--- src/rtl/sar_seq_pkg.sv ---
package sar_seq_pkg;
    typedef enum logic [1:0] {
        PH_IDLE = 2'd0,
        PH_PRE  = 2'd1,
        PH_SAMP = 2'd2,
        PH_EVAL = 2'd3
    } phase_e;
endpackage

--- src/rtl/sar_samp_clamp.sv ---
module sar_samp_clamp #(
    parameter int CNT_W    = 8,
    parameter int MIN_SAMP = 5
) (
    input  logic [CNT_W-1:0] req_i,
    output logic [CNT_W-1:0] eff_o
);
    localparam logic [CNT_W-1:0] MIN_V = CNT_W'(MIN_SAMP);

    always_comb begin
        eff_o = (req_i < MIN_V) ? MIN_V : req_i;
    end
endmodule

--- src/rtl/sar_trial_step.sv ---
module sar_trial_step #(
    parameter int RES_W = 12,
    parameter int IDX_W = 4
) (
    input  logic [RES_W-1:0] code_i,
    input  logic [IDX_W-1:0] idx_i,
    input  logic             cmp_i,
    output logic [RES_W-1:0] trial_o,
    output logic [RES_W-1:0] next_o
);
    logic [RES_W-1:0] bit_mask;

    always_comb begin
        bit_mask = {{(RES_W-1){1'b0}}, 1'b1} << idx_i;
        trial_o  = code_i | bit_mask;
        next_o   = cmp_i ? trial_o : (code_i & ~bit_mask);
    end
endmodule

--- src/rtl/sar_ref_decode.sv ---
module sar_ref_decode #(
    parameter int   CH_W            = 7,
    parameter int   FIXED_REF_FIRST = 96,
    parameter logic FIXED_REF_VAL   = 1'b0,
    parameter int   SELFTEST_FIRST  = 124,
    parameter int   NUM_SELFTEST    = 4
) (
    input  logic                    active_i,
    input  logic [CH_W-1:0]         chan_i,
    input  logic                    refsel_i,
    output logic                    refsel_o,
    output logic [NUM_SELFTEST-1:0] selftest_o
);
    localparam logic [CH_W-1:0] FIX_CH = CH_W'(FIXED_REF_FIRST);

    always_comb begin
        refsel_o = active_i && ((chan_i >= FIX_CH) ? FIXED_REF_VAL : refsel_i);
    end

    for (genvar k = 0; k < NUM_SELFTEST; k++) begin : g_st
        assign selftest_o[k] = active_i && (chan_i == CH_W'(SELFTEST_FIRST + k));
    end
endmodule

--- src/rtl/sar_conv_seq.sv ---
module sar_conv_seq
    import sar_seq_pkg::*;
#(
    parameter int   CH_W            = 7,
    parameter int   CNT_W           = 8,
    parameter int   RES_W           = 12,
    parameter int   LOW_RES_W       = 10,
    parameter int   MIN_SAMP        = 5,
    parameter int   FIXED_REF_FIRST = 96,
    parameter logic FIXED_REF_VAL   = 1'b0,
    parameter int   SELFTEST_FIRST  = 124,
    parameter int   NUM_SELFTEST    = 4
) (
    input  logic                    clk,
    input  logic                    rst_n,
    input  logic                    start_i,
    input  logic [CH_W-1:0]         chan_i,
    input  logic [CNT_W-1:0]        prechg_cyc_i,
    input  logic [CNT_W-1:0]        samp_cyc_i,
    input  logic                    res12_i,
    input  logic                    refsel_i,
    input  logic                    cmp_i,
    output logic                    prechg_o,
    output logic                    sample_o,
    output logic [RES_W-1:0]        dac_code_o,
    output logic                    refsel_o,
    output logic [NUM_SELFTEST-1:0] selftest_o,
    output logic                    busy_o,
    output logic                    done_o,
    output logic [RES_W-1:0]        result_o
);
    localparam int IDX_W = $clog2(RES_W);
    localparam logic [IDX_W-1:0] TOP_HI = IDX_W'(RES_W - 1);
    localparam logic [IDX_W-1:0] TOP_LO = IDX_W'(LOW_RES_W - 1);
    localparam logic [CNT_W-1:0] ONE    = CNT_W'(1);

    typedef struct packed {
        phase_e           phase;
        logic [CNT_W-1:0] cnt;
        logic [IDX_W-1:0] idx;
        logic [RES_W-1:0] code;
        logic             hires;
        logic [CH_W-1:0]  chan;
        logic             refsel;
        logic [CNT_W-1:0] samp;
        logic [RES_W-1:0] result;
        logic             done;
    } seq_t;

    seq_t s_d, s_q;

    logic [CNT_W-1:0] samp_eff;
    logic [RES_W-1:0] trial_code, next_code;

    sar_samp_clamp #(.CNT_W(CNT_W), .MIN_SAMP(MIN_SAMP)) u_clamp (
        .req_i (samp_cyc_i),
        .eff_o (samp_eff)
    );

    sar_trial_step #(.RES_W(RES_W), .IDX_W(IDX_W)) u_step (
        .code_i  (s_q.code),
        .idx_i   (s_q.idx),
        .cmp_i   (cmp_i),
        .trial_o (trial_code),
        .next_o  (next_code)
    );

    sar_ref_decode #(
        .CH_W            (CH_W),
        .FIXED_REF_FIRST (FIXED_REF_FIRST),
        .FIXED_REF_VAL   (FIXED_REF_VAL),
        .SELFTEST_FIRST  (SELFTEST_FIRST),
        .NUM_SELFTEST    (NUM_SELFTEST)
    ) u_ref (
        .active_i   (busy_o),
        .chan_i     (s_q.chan),
        .refsel_i   (s_q.refsel),
        .refsel_o   (refsel_o),
        .selftest_o (selftest_o)
    );

    always_comb begin
        s_d      = s_q;
        s_d.done = 1'b0;
        unique case (s_q.phase)
            PH_IDLE: begin
                if (start_i) begin
                    s_d.chan   = chan_i;
                    s_d.refsel = refsel_i;
                    s_d.hires  = res12_i;
                    s_d.samp   = samp_eff;
                    s_d.code   = '0;
                    if (prechg_cyc_i != '0) begin
                        s_d.phase = PH_PRE;
                        s_d.cnt   = prechg_cyc_i - ONE;
                    end else begin
                        s_d.phase = PH_SAMP;
                        s_d.cnt   = samp_eff - ONE;
                    end
                end
            end
            PH_PRE: begin
                if (s_q.cnt == '0) begin
                    s_d.phase = PH_SAMP;
                    s_d.cnt   = s_q.samp - ONE;
                end else begin
                    s_d.cnt = s_q.cnt - ONE;
                end
            end
            PH_SAMP: begin
                if (s_q.cnt == '0) begin
                    s_d.phase = PH_EVAL;
                    s_d.idx   = s_q.hires ? TOP_HI : TOP_LO;
                end else begin
                    s_d.cnt = s_q.cnt - ONE;
                end
            end
            PH_EVAL: begin
                s_d.code = next_code;
                if (s_q.idx == '0) begin
                    s_d.phase  = PH_IDLE;
                    s_d.result = next_code;
                    s_d.done   = 1'b1;
                end else begin
                    s_d.idx = s_q.idx - 1'b1;
                end
            end
            default: s_d.phase = PH_IDLE;
        endcase
    end

    always_ff @(posedge clk or negedge rst_n) begin
        if (!rst_n) begin
            s_q <= '0;
        end else begin
            s_q <= s_d;
        end
    end

    assign busy_o     = (s_q.phase != PH_IDLE);
    assign prechg_o   = (s_q.phase == PH_PRE);
    assign sample_o   = (s_q.phase == PH_SAMP);
    assign dac_code_o = (s_q.phase == PH_EVAL) ? trial_code : '0;
    assign done_o     = s_q.done;
    assign result_o   = s_q.result;

    // switches never closed together
    p_no_overlap_r4: assert property (@(posedge clk) disable iff (!rst_n)
        !(prechg_o && sample_o));

    // done follows the last busy cycle and lasts one cycle
    p_done_after_busy_r8: assert property (@(posedge clk) disable iff (!rst_n)
        done_o |-> (!busy_o && $past(busy_o)));
    p_done_single_r8: assert property (@(posedge clk) disable iff (!rst_n)
        done_o |=> !done_o);
    p_result_hold_r8: assert property (@(posedge clk) disable iff (!rst_n)
        !done_o |-> $stable(result_o));

    // reference controls hold for a whole conversion
    p_ref_stable_r1: assert property (@(posedge clk) disable iff (!rst_n)
        (busy_o && $past(busy_o)) |-> ($stable(refsel_o) && $stable(selftest_o)));

    // self-test select is one-hot or idle
    p_selftest_onehot_r10: assert property (@(posedge clk) disable iff (!rst_n)
        $onehot0(selftest_o) && (busy_o || selftest_o == '0));

    // low-resolution trials never touch the upper bits
    p_lowres_upper_r7: assert property (@(posedge clk) disable iff (!rst_n)
        (busy_o && !s_q.hires) |-> (dac_code_o[RES_W-1:LOW_RES_W] == '0));

    // DAC code only driven during evaluation
    p_dac_idle_r6: assert property (@(posedge clk) disable iff (!rst_n)
        (prechg_o || sample_o || !busy_o) |-> (dac_code_o == '0));
endmodule

--- config.mk ---
export PLATFORM = sky130hd
export DESIGN_NAME = sar_conv_seq
export DESIGN_NICKNAME = d
export VERILOG_FILES = /design/src/rtl/sar_seq_pkg.sv /design/src/rtl/sar_samp_clamp.sv /design/src/rtl/sar_trial_step.sv /design/src/rtl/sar_ref_decode.sv /design/src/rtl/sar_conv_seq.sv
export SDC_FILE = /design/constraint.sdc
export NUM_CORES = 1
export LEC_CHECK = 0
export ABC_AREA = 1
export BUFFER_PORTS_ARGS = -buffer_cell sky130_fd_sc_hd__buf_4
export CORE_MARGIN = 3
export CORE_UTILIZATION = 35
export DETAILED_ROUTE_END_ITERATION = 8
export PLACE_DENSITY = 0.65
export SYNTH_ARGS = -nofsm -noshare
export SYNTH_HDL_FRONTEND = slang
export SYNTH_SLANG_ARGS = --single-unit
--- constraint.sdc ---
create_clock -name clk -period 1.8 [get_ports clk]
set_input_delay 0.36 -clock clk [delete_from_list [all_inputs] [get_ports clk]]
set_output_delay 0.36 -clock clk [all_outputs]
set_load 0.05 [all_outputs]
==> results of run 1 <==
what timing repair did:
| action | 4_1_cts | 5_1_grt |
|---|---|---|
| gates cloned | 0 | 1 |
| hold endpoints to repair | 19 | 0 |
| gates resized for setup | 74 | 34 |
| hold buffers | 1 | 0 |
| endpoints found under the setup margin | 17 | 31 |
| setup buffers | 9 | 10 |
| pin swaps | 7 | 14 |
path summary, 6_finish.rpt:
check	from	to	slack (ps)	cells after the start
max	s_q[43]	dac_code_o[5]	-130	6
min	refsel_i	s_q[21]	230	3
max reg2reg	s_q[54]	s_q[46]	40	10
min reg2reg	s_q[21]	s_q[21]	490	2
max in group asynchronous	rst_n	s_q[37]	830	3
min in group asynchronous	rst_n	done_o	470	2
cells by family (layout without fill, tap and decap cells):
| kind of cell | Yosys count | in the layout |
|---|---|---|
| AO/OA/AOI/OAI | 96 | 96 |
| buffers and inverters | 93 | 182 |
| AND/OR/NAND/NOR | 186 | 186 |
| XOR/XNOR | 14 | 14 |
| flip-flops | 56 | 56 |
| adder cells (fa/ha/maj) | 12 | 12 |
cells in the final DEF, fill, tap and decap left out, types with 7 or more instances in the layout:
cell     Yosys  final
xor2_1      13     13
nand3_1     29     20
nor3_4       2      7
inv_2        4     12
nand4_1      9      9
dfrtp_1     56     52
nand2_1    102     99
ha_4         0      8
nor2_1      27     23
nand3_2      2      8
a21oi_4      0      9
buf_4       12     79
a21oi_2      1      7
o22ai_1     12     12
o21ai_0     50     46
inv_1       61     49
buf_6        2     20
Yosys cell counts:
cell       count
nand2_1      102
inv_1         61
dfrtp_1       56
o21ai_0       50
nand3_1       29
nor2_1        27
a21oi_1       20
xor2_1        13
buf_4         12
ha_1          12
o22ai_1       12
nand4_1        9
clkbuf_1       7
nor3_1         5
buf_2          4
inv_2          4
a21boi_1       3
nor2_2         3
o21ai_1        3
buf_6          2
clkinv_1       2
nand2_2        2
nand3_2        2
nor2_4         2
nor3_4         2
a21boi_2       1
a21oi_2        1
a22oi_1        1
a31oi_1        1
inv_4          1
nand3_4        1
nand3b_1       1
o2111ai_1      1
o211ai_1       1
o21bai_1       1
o31ai_1        1
or2_1          1
xnor2_1        1
area by class of cell:
cell class	count	area [um2]
flip-flops and latches	56	1410
clock inverters	3	22.5
repair inverters	1	7.51
well taps	129	161
multi-input cells	308	2040
fillers	881	4520
clock buffers	5	68.8
inverters	68	275
repair buffers	105	913
power groups by stage:
stage | logic (mW) | clock network, mW | registers [mW]
4_1_cts | 4.58 | 0.753 | 2.18
3_5_place_dp | 4.07 | 0 | 2.18
2_1_floorplan | 3.18 | 0 | 2.08
6_report | 5.07 | 0.723 | 2.19
5_1_grt | 5.53 | 0.797 | 2.25
3_3_place_gp | 4.02 | 0 | 2.16
worst reg2reg max path: cells and delay by family (launching register included):
family / cells / cell delay (ps)
buffers and inverters: 5 / 550
flip-flops: 1 / 440
AO/OA/AOI/OAI: 2 / 220
AND/OR/NAND/NOR: 2 / 310
adder cells (fa/ha/maj): 1 / 160
state kept, by name, indices dropped and copies added (netlist names):
signal	flops
result_o	12
s_q	43
done_o	1
routing by layer:
metal	track usage	share of wire
met1	0.196	0.43
met2	0.287	0.51
met3	0.0312	0.041
met4	0.0416	0.014
met5	0	0
==> results.sh, run 1 <==
export IMPL_final_instance_count_excl_fill=675
export IMPL_critical_path_max_fanout=4
export IMPL_p_switching_mw=3.98
export IMPL_ant_nets=0
export IMPL_tritoncts="done"
export IMPL_ys_ff_latch=56
export IMPL_worstSetupPathType="reg2out"
export IMPL_gp_congestion=0.861
export IMPL_antenna_found_initial=0
export IMPL_start_util=0.368
export IMPL_seq_area_frac_synth=0.404
export IMPL_syn_inst=457
export IMPL_synth_fp_nets=498
export IMPL_vias=3257
export IMPL_grt_pass1_vias=3234
export IMPL_synth_compound_area_frac=0.152
export IMPL_maxSlewHeadroom=0.743
export IMPL_cts_max_level=2
export IMPL_dieWidth_um=106
export IMPL_setup_ws_ps=-135
export IMPL_yosys_area_top_type="dfrtp_1"
export IMPL_rsz0062_at_grt="yes"
export IMPL_grt_util_all_layers=0.160
export IMPL_power_total_mw=7.98
export IMPL_violations="setup timing"
export IMPL_synth_top_family_by_area="simple AND/OR/NAND/NOR gates"
export IMPL_cp_start_kind="register"
export IMPL_route_detailed_drc=0
export IMPL_worstPathCellList="inv_2, buf_4, ha_4, nand3_2, a21oi_4, buf_6"
export IMPL_core_rowCount=35
export IMPL_grt_max_degree=24
export IMPL_p_per_area_nw_per_um2=1630
export IMPL_yosys_warnings=0
export IMPL_dp_hpwl_um=6490
export IMPL_viasPerCell=4.83
export IMPL_final_nets=586
export IMPL_min_period_over_period=1.07
export IMPL_fp_dieH_um=106
export IMPL_cts_root_buf="clkbuf_8"
export IMPL_worst_pin_slew_ps=385
export IMPL_ctsLongestPathBuffers=2
export IMPL_maxCapViolCount=0
export IMPL_grt_ovfl_total=0
export IMPL_p_int_mw=4.00
export IMPL_worstPathRequired_ps=1440
export IMPL_setup_viol=16
export IMPL_cp_slowest_stage_delay_ps=420
export IMPL_core_um2=9420
export IMPL_place_area_um2=4240
export IMPL_p_seq_frac=0.274
export IMPL_firstDrtPassIters=4
export IMPL_syn_to_final_growth_pct=41.3
export IMPL_worstPathArrival_ps=1570
export IMPL_synth_adder_area_share=0.0433
export IMPL_final_hold_violation_count=0
export IMPL_wl_um=8990
export IMPL_worst_clock_skew_ps=7.43
export IMPL_drive_gt1_frac=0.359
export IMPL_fin_setup_tns_ps=-1140
export IMPL_finish_instance_area_um2=4900
export IMPL_ys_top_cells_by_area="dfrtp_1, nand2_1, o21ai_0"
export IMPL_io_buffers=61
export IMPL_dp_cells=646
export IMPL_status="complete, but fails checks"
export IMPL_final_util=0.520
export IMPL_combPwrFrac=0.636
export IMPL_synth_simple_area_share=0.245
export IMPL_holdWs_ps=231
export IMPL_avgSynthCellArea_um2=7.59
export IMPL_synthMuxAreaShare=0
export IMPL_post_drt_wl_per_cell_um=13.3
export IMPL_slew_violations=0
export IMPL_initialDrtViolationCount=135
export IMPL_switching_share=0.499
export IMPL_cts_made_buffers=5
export IMPL_path_buf_inv=3
export IMPL_min_period_ps=1930
export IMPL_io_pins=62
export IMPL_synth_cell_types=38
export IMPL_max_freq_mhz=517
export IMPL_crit_family="flip-flops"
export IMPL_diodes=0
export IMPL_end_kind="output port"
export IMPL_dp_slack_ps=-21.4
export IMPL_dieArea_um2=11100
export IMPL_cts_sinks=56
export IMPL_grt_pass1_wl_um=14900
export IMPL_synth_top_area_share=0.404
export IMPL_clk_insertion_delay_late_ps=320
export IMPL_power_leakage_nw=2.27
export IMPL_clk_pin_slew_worst_paths_ps=110
export IMPL_irDropWorstVdd_uv=591
export IMPL_crit_slowest_cell="dfrtp_1"
export IMPL_synthXorXnorAreaFrac=0.0354
export IMPL_clkPwrFrac=0.091
export IMPL_synth_area_um2=3470
export IMPL_min_path_type="in2reg"
Power figures use the tool's default switching activity.
==> inputs of run 2 (changes only) <==
Settings changed: ABC_AREA 1 to 0, CAP_MARGIN set to 0.
==> run 2 against run 1 <==
The run still ends with setup timing left. Synthesized area grew 2.7%. Worst setup slack lost 130 ps. Highest routed layer unchanged. Largest cell class unchanged. Hold slack gained 45 ps. Critical path depth grew 1. Synthesized cell count shrank 9.6%.
==> results.sh, run 2 <==
export IMPL_dieArea_um2=11400
export IMPL_dieWidth_um=107
export IMPL_ys_top_cells_by_area="dfrtp_1, a21oi_1, mux2_2"
export IMPL_maxSlewHeadroom=0.606
export IMPL_largest_register_ffs=43
export IMPL_gp_congestion=0.888
export IMPL_worst_clock_skew_ps=14.7
export IMPL_crit_end="selftest_o[3]"
export IMPL_yosysMostFrequentCell="dfrtp_1"
export IMPL_r2r_end="s_q[50]"
export IMPL_critical_path_max_fanout=3
export IMPL_rrSetupSlack_ps=-270
export IMPL_synth_cell_types=50
export IMPL_worstSetupPathType="reg2out"
export IMPL_io_buffers=61
export IMPL_maxCapViolCount=0
export IMPL_tritoncts="done"
export IMPL_synth_area_um2=3560
export IMPL_ctsLongestPathBuffers=2
export IMPL_regMostFlops="s_q"
export IMPL_cts_root_buf="clkbuf_8"
export IMPL_yosys_area_top_type="dfrtp_1"
export IMPL_io_pins=62
export IMPL_max_freq_mhz=483
export IMPL_rsz0062_at_grt="yes"
export IMPL_wl_um=11200
export IMPL_min_path_type="in2reg"
export IMPL_status="complete, but fails checks"
export IMPL_dp_slack_ps=-630
export IMPL_final_common_cell="buf_4"
export IMPL_grt_pass1_wl_um=18100
export IMPL_diodes=0
export IMPL_worst_pin_slew_ps=583
export IMPL_setup_ws_ps=-269
export IMPL_mostFrequentLayoutCells="buf_4, dfrtp_1, nand2_1, a21oi_1"
export IMPL_vias=3722
export IMPL_final_instance_count_excl_fill=708
export IMPL_r2r_cells=10
export IMPL_final_nets=615
export IMPL_worstPathArrival_ps=1710
export IMPL_seq_area_frac_synth=0.394
export IMPL_route_detailed_drc=0
export IMPL_cp_start_kind="register"
export IMPL_ys_ff_latch=56
export IMPL_cts_made_buffers=5
export IMPL_drive_gt1_frac=0.510
export IMPL_combPwrFrac=0.660
export IMPL_switching_share=0.447
export IMPL_setup_viol=34
export IMPL_synth_fp_nets=454
export IMPL_grt_max_degree=33
export IMPL_violations="setup timing"
export IMPL_viasPerCell=5.26
export IMPL_dp_hpwl_um=7570
export IMPL_r2r_start="s_q[54]"
export IMPL_p_int_mw=4.90
export IMPL_initialDrtViolationCount=214
export IMPL_end_kind="output port"
export IMPL_avgSynthCellArea_um2=8.62
export IMPL_place_area_um2=4830
export IMPL_p_seq_frac=0.243
export IMPL_synth_common_cells="dfrtp_1, a21oi_1, nand2_1"
export IMPL_p_per_area_nw_per_um2=1520
export IMPL_clk_pin_slew_worst_paths_ps=110
export IMPL_antenna_found_initial=0
export IMPL_worstPathRequired_ps=1440
export IMPL_synth_edf_count=0
export IMPL_fp_dieH_um=107
export IMPL_finish_instance_area_um2=5830
export IMPL_final_hold_violation_count=0
export IMPL_cts_max_level=2
export IMPL_grt_util_all_layers=0.191
export IMPL_slew_violations=0
export IMPL_clk_insertion_delay_late_ps=310
export IMPL_holdWs_ps=276
export IMPL_yosys_warnings=0
export IMPL_cts_sinks=56
export IMPL_synth_top_area_share=0.394
export IMPL_grt_pass1_vias=3790
export IMPL_async_flop_share=1.00
export IMPL_crit_path_start="s_q[54]"
export IMPL_min_period_ps=2070
export IMPL_synth_top_flop_cell="dfrtp_1"
export IMPL_power_leakage_nw=2.52
export IMPL_core_um2=9820
export IMPL_clkPwrFrac=0.097
export IMPL_ant_nets=0
export IMPL_firstDrtPassIters=5
export IMPL_p_switching_mw=3.96
export IMPL_dp_cells=668
export IMPL_grt_ovfl_total=0
export IMPL_irDropWorstVdd_uv=872
export IMPL_syn_to_final_growth_pct=63.9
export IMPL_syn_inst=413
export IMPL_core_rowCount=36
export IMPL_start_util=0.363
export IMPL_min_period_over_period=1.15
export IMPL_post_drt_wl_per_cell_um=15.8
run 2: cell types whose count changed in the layout (fill, tap and decap cells not counted), sizes merged, moves of 6 or more:
cell | before | now
a21oi | 21 | 49
buf | 104 | 182
inv | 67 | 21
mux2 | 0 | 16
mux2i | 0 | 12
nand2 | 104 | 46
nand2b | 0 | 6
nand3 | 32 | 9
nand4 | 9 | 1
o21ai | 53 | 24
or4 | 0 | 8
xor2 | 13 | 6
run 2: area by class of cell:
type                            instances  area (um2)
Clock buffer                            5        68.8
Clock inverter                          3        47.5
Fill cell                             822        3990
Inverter                               23        95.1
Multi-Input combinational cell        305        2440
Sequential cell                        56        1400
Tap cell                              133         166
Timing Repair Buffer                  183        1610
run 2: cells by family (layout without fill, tap and decap cells):
family	count (synthesis)	count (layout)	synth area share
multiplexers	28	28	0.0844
AO/OA/AOI/OAI	119	119	0.203
adder cells (fa/ha/maj)	12	12	0.0422
XOR/XNOR	11	11	0.0271
buffers and inverters	52	214	0.0703
flip-flops	56	56	0.394
AND/OR/NAND/NOR	135	135	0.180
run 2: worst min path at each step:
stage                     cells after the start      start          end
after floorplan                               0      rst_n       done_o
after global placement                        1      rst_n  result_o[5]
after detailed placement                      1      rst_n      s_q[34]
after CTS                                     2   refsel_i      s_q[21]
after global routing                          2  chan_i[5]      s_q[27]
final                                         2   refsel_i      s_q[21]
run 2: stage by stage:
step	power, mW	setup TNS, ps	utilization
global placement	6.55	-4820	0.492
floorplan	5.09	-6810	-
CTS	8.39	-4640	0.573
global route	9.38	-7620	0.594
detailed placement	6.65	-5380	0.492
finish	8.86	-4960	0.594
run 2: layer usage:
metal	up-vias	share of wire	track usage
li1	1799	-	-
met1	1832	0.44	0.241
met2	83	0.52	0.350
met3	8	0.032	0.0229
met4	0	0.0074	0.0365
met5	-	0	0
run 2: timing repair:
| item | CTS | global route |
|---|---|---|
| setup endpoints to repair | 34 | 56 |
| pin swaps | 28 | 16 |
| resized for setup | 117 | 44 |
| setup buffers | 23 | 13 |
| gates cloned | 1 | 1 |
| hold endpoints to repair | 24 | 0 |
| hold buffers | 1 | 0 |
run 2: power groups by stage:
stage          clock (mW)  combinational [mW]  sequential (mW)
4_1_cts             0.874                5.39             2.12
6_report            0.861                5.84             2.15
3_3_place_gp            0                4.46             2.10
5_1_grt             0.912                6.26             2.21
2_1_floorplan           0                3.01             2.08
3_5_place_dp            0                4.53             2.12
run 2: worst max-delay path, stage by stage, from the launching register on:
cell	delay, ps
dfrtp_1	400
inv_2	70
ha_4	170
clkinvlp_4	70
nand4_1	140
nor2_2	200
and3_4	210
buf_8	140
==> inputs of run 3 (changes only) <==
Settings changed: CORE_UTILIZATION 35 to 40, PLACE_DENSITY 0.65 to 0.71, SETUP_SLACK_MARGIN set to 0.5.
==> run 3 against run 2 <==
The flow still finishes with violations (setup timing). Combinational power grew 21%. Worst setup slack lost 93 ps. Via count grew 8.6%. Total power grew 15%. Sequential share of layout area shrank 1.8 points. Hold slack lost 12 ps. Largest cell class unchanged. Routed wire length grew 22%. Die area shrank 12%. Cell count shrank 2.4%. Sequential power grew 3%. Critical endpoint is now s_q[49]. Largest power group unchanged. Clock skew grew 6.5 ps. Core utilization grew 15 points.
==> results.sh, run 3 (synthesis results as in run 2) <==
export IMPL_status="complete, but fails checks"
export IMPL_violations="setup timing"
export IMPL_gp_congestion=0.924
export IMPL_grt_max_degree=31
export IMPL_grt_pass1_wl_um=19800
export IMPL_irDropWorstVdd_uv=1140
export IMPL_maxCapViolCount=0
export IMPL_min_period_ps=2160
export IMPL_power_leakage_nw=2.75
export IMPL_worst_pin_slew_ps=482
export IMPL_clk_insertion_delay_late_ps=330
export IMPL_worstHoldStart="res12_i"
export IMPL_antenna_found_initial=0
export IMPL_crit_slowest_cell="or4_4"
export IMPL_cp_slowest_stage_delay_ps=560
export IMPL_worstSetupPathType="reg2reg"
export IMPL_setup_viol=45
export IMPL_firstDrtPassIters=5
export IMPL_min_period_over_period=1.20
export IMPL_final_instance_count_excl_fill=691
export IMPL_cts_sinks=56
export IMPL_grt_ovfl_total=0
export IMPL_hold_path_end="s_q[29]"
export IMPL_io_pins=62
export IMPL_hold_depth=2
export IMPL_wl_um=13700
export IMPL_setup_ws_ps=-362
export IMPL_rsz0062_at_grt="yes"
export IMPL_worst_clock_skew_ps=21.2
export IMPL_grt_pass1_vias=3988
export IMPL_path_common_cell="buf_6"
export IMPL_slew_violations=0
export IMPL_viasPerCell=5.85
export IMPL_dp_slack_ps=-581
export IMPL_clk_pin_slew_worst_paths_ps=100
export IMPL_ctsLongestPathBuffers=2
export IMPL_r2r_cells=8
export IMPL_cts_max_level=2
export IMPL_initialDrtViolationCount=302
export IMPL_syn_to_final_growth_pct=77.2
export IMPL_path_buf_inv=3
export IMPL_final_common_cell="buf_4"
export IMPL_grt_util_all_layers=0.245
export IMPL_dp_cells=630
export IMPL_dieArea_um2=10100
export IMPL_cp_start_kind="register"
export IMPL_regMostFlops="s_q"
export IMPL_worstPathArrival_ps=2350
export IMPL_max_freq_mhz=463
export IMPL_dieWidth_um=100
export IMPL_maxSlewHeadroom=0.670
export IMPL_p_per_area_nw_per_um2=1620
export IMPL_dp_hpwl_um=7750
export IMPL_tritoncts="done"
export IMPL_cts_root_buf="clkbuf_8"
export IMPL_start_util=0.423
export IMPL_fin_setup_tns_ps=-9140
export IMPL_holdWs_ps=264
export IMPL_final_nets=626
export IMPL_rrSetupSlack_ps=-360
export IMPL_cp_num_cells=8
export IMPL_io_buffers=61
export IMPL_route_detailed_drc=0
export IMPL_end_kind="register"
export IMPL_diodes=0
export IMPL_fp_dieH_um=100
export IMPL_drive_gt1_frac=0.572
export IMPL_largest_register_ffs=43
export IMPL_cts_made_buffers=5
export IMPL_core_rowCount=33
export IMPL_mostFrequentLayoutCells="buf_4, buf_6, dfrtp_1, nor2_1, nand2_1"
export IMPL_final_hold_violation_count=0
export IMPL_crit_family="simple AND/OR/NAND/NOR gates"
export IMPL_core_um2=8420
export IMPL_post_drt_wl_per_cell_um=19.8
export IMPL_vias=4041
export IMPL_r2r_end="s_q[49]"
export IMPL_critical_path_max_fanout=4
export IMPL_worstPathCellList="or4_4, buf_6, nor3_4, a21oi_4, buf_4, buf_6, a22oi_1, a21oi_1"
export IMPL_worstPathRequired_ps=1990
export IMPL_r2r_start="s_q[49]"
export IMPL_min_path_type="in2reg"
export IMPL_ant_nets=0
[run 3: through the flow]
stage                     area, um2  power, mW   util
final                          6310       10.2  0.749
after global routing           6310       10.7  0.749
after CTS                      5920       9.15  0.702
after detailed placement       4970       6.87  0.590
after global placement         4970       6.74  0.590
after floorplan                3940       5.32      -
[run 3: where the power goes]
group / switching [mW] / internal (mW) / total, mW
Combinational: 3.68 / 3.42 / 7.09
Clock: 0.461 / 0.422 / 0.883
Sequential: 0.485 / 1.73 / 2.22
Total: 4.62 / 5.57 / 10.2
[run 3: layout make-up]
class	count	area (um2)
clock buffers	6	72.6
repair buffers	194	1860
inverters	23	100
clock inverters	2	38.8
well taps	105	131
flip-flops and latches	56	1410
multi-input cells	305	2700
fillers	537	2120
[run 3: how the worst max path moves through the flow]
stage	start	end	slack, ps
finish	s_q[49]	s_q[49]	-360
global route	s_q[49]	s_q[52]	-430
CTS	s_q[55]	selftest_o[0]	-310
detailed placement	samp_cyc_i[5]	s_q[52]	-580
global placement	samp_cyc_i[5]	s_q[52]	-540
floorplan	s_q[55]	selftest_o[0]	-370
[run 3: layer usage]
layer,track usage,part of all wire
met5,0,0
met4,0.0881,0.034
met3,0.0417,0.061
met2,0.421,0.51
met1,0.308,0.39
[run 3: what timing repair did]
| action | in CTS | in global routing |
|---|---|---|
| hold buffers | 1 | 0 |
| hold endpoints to repair | 26 | 0 |
| pin swaps | 49 | 30 |
| endpoints found under the setup margin | 76 | 84 |
| gates cloned | 2 | 2 |
| buffers inserted | 31 | 17 |
| resized for setup | 145 | 52 |
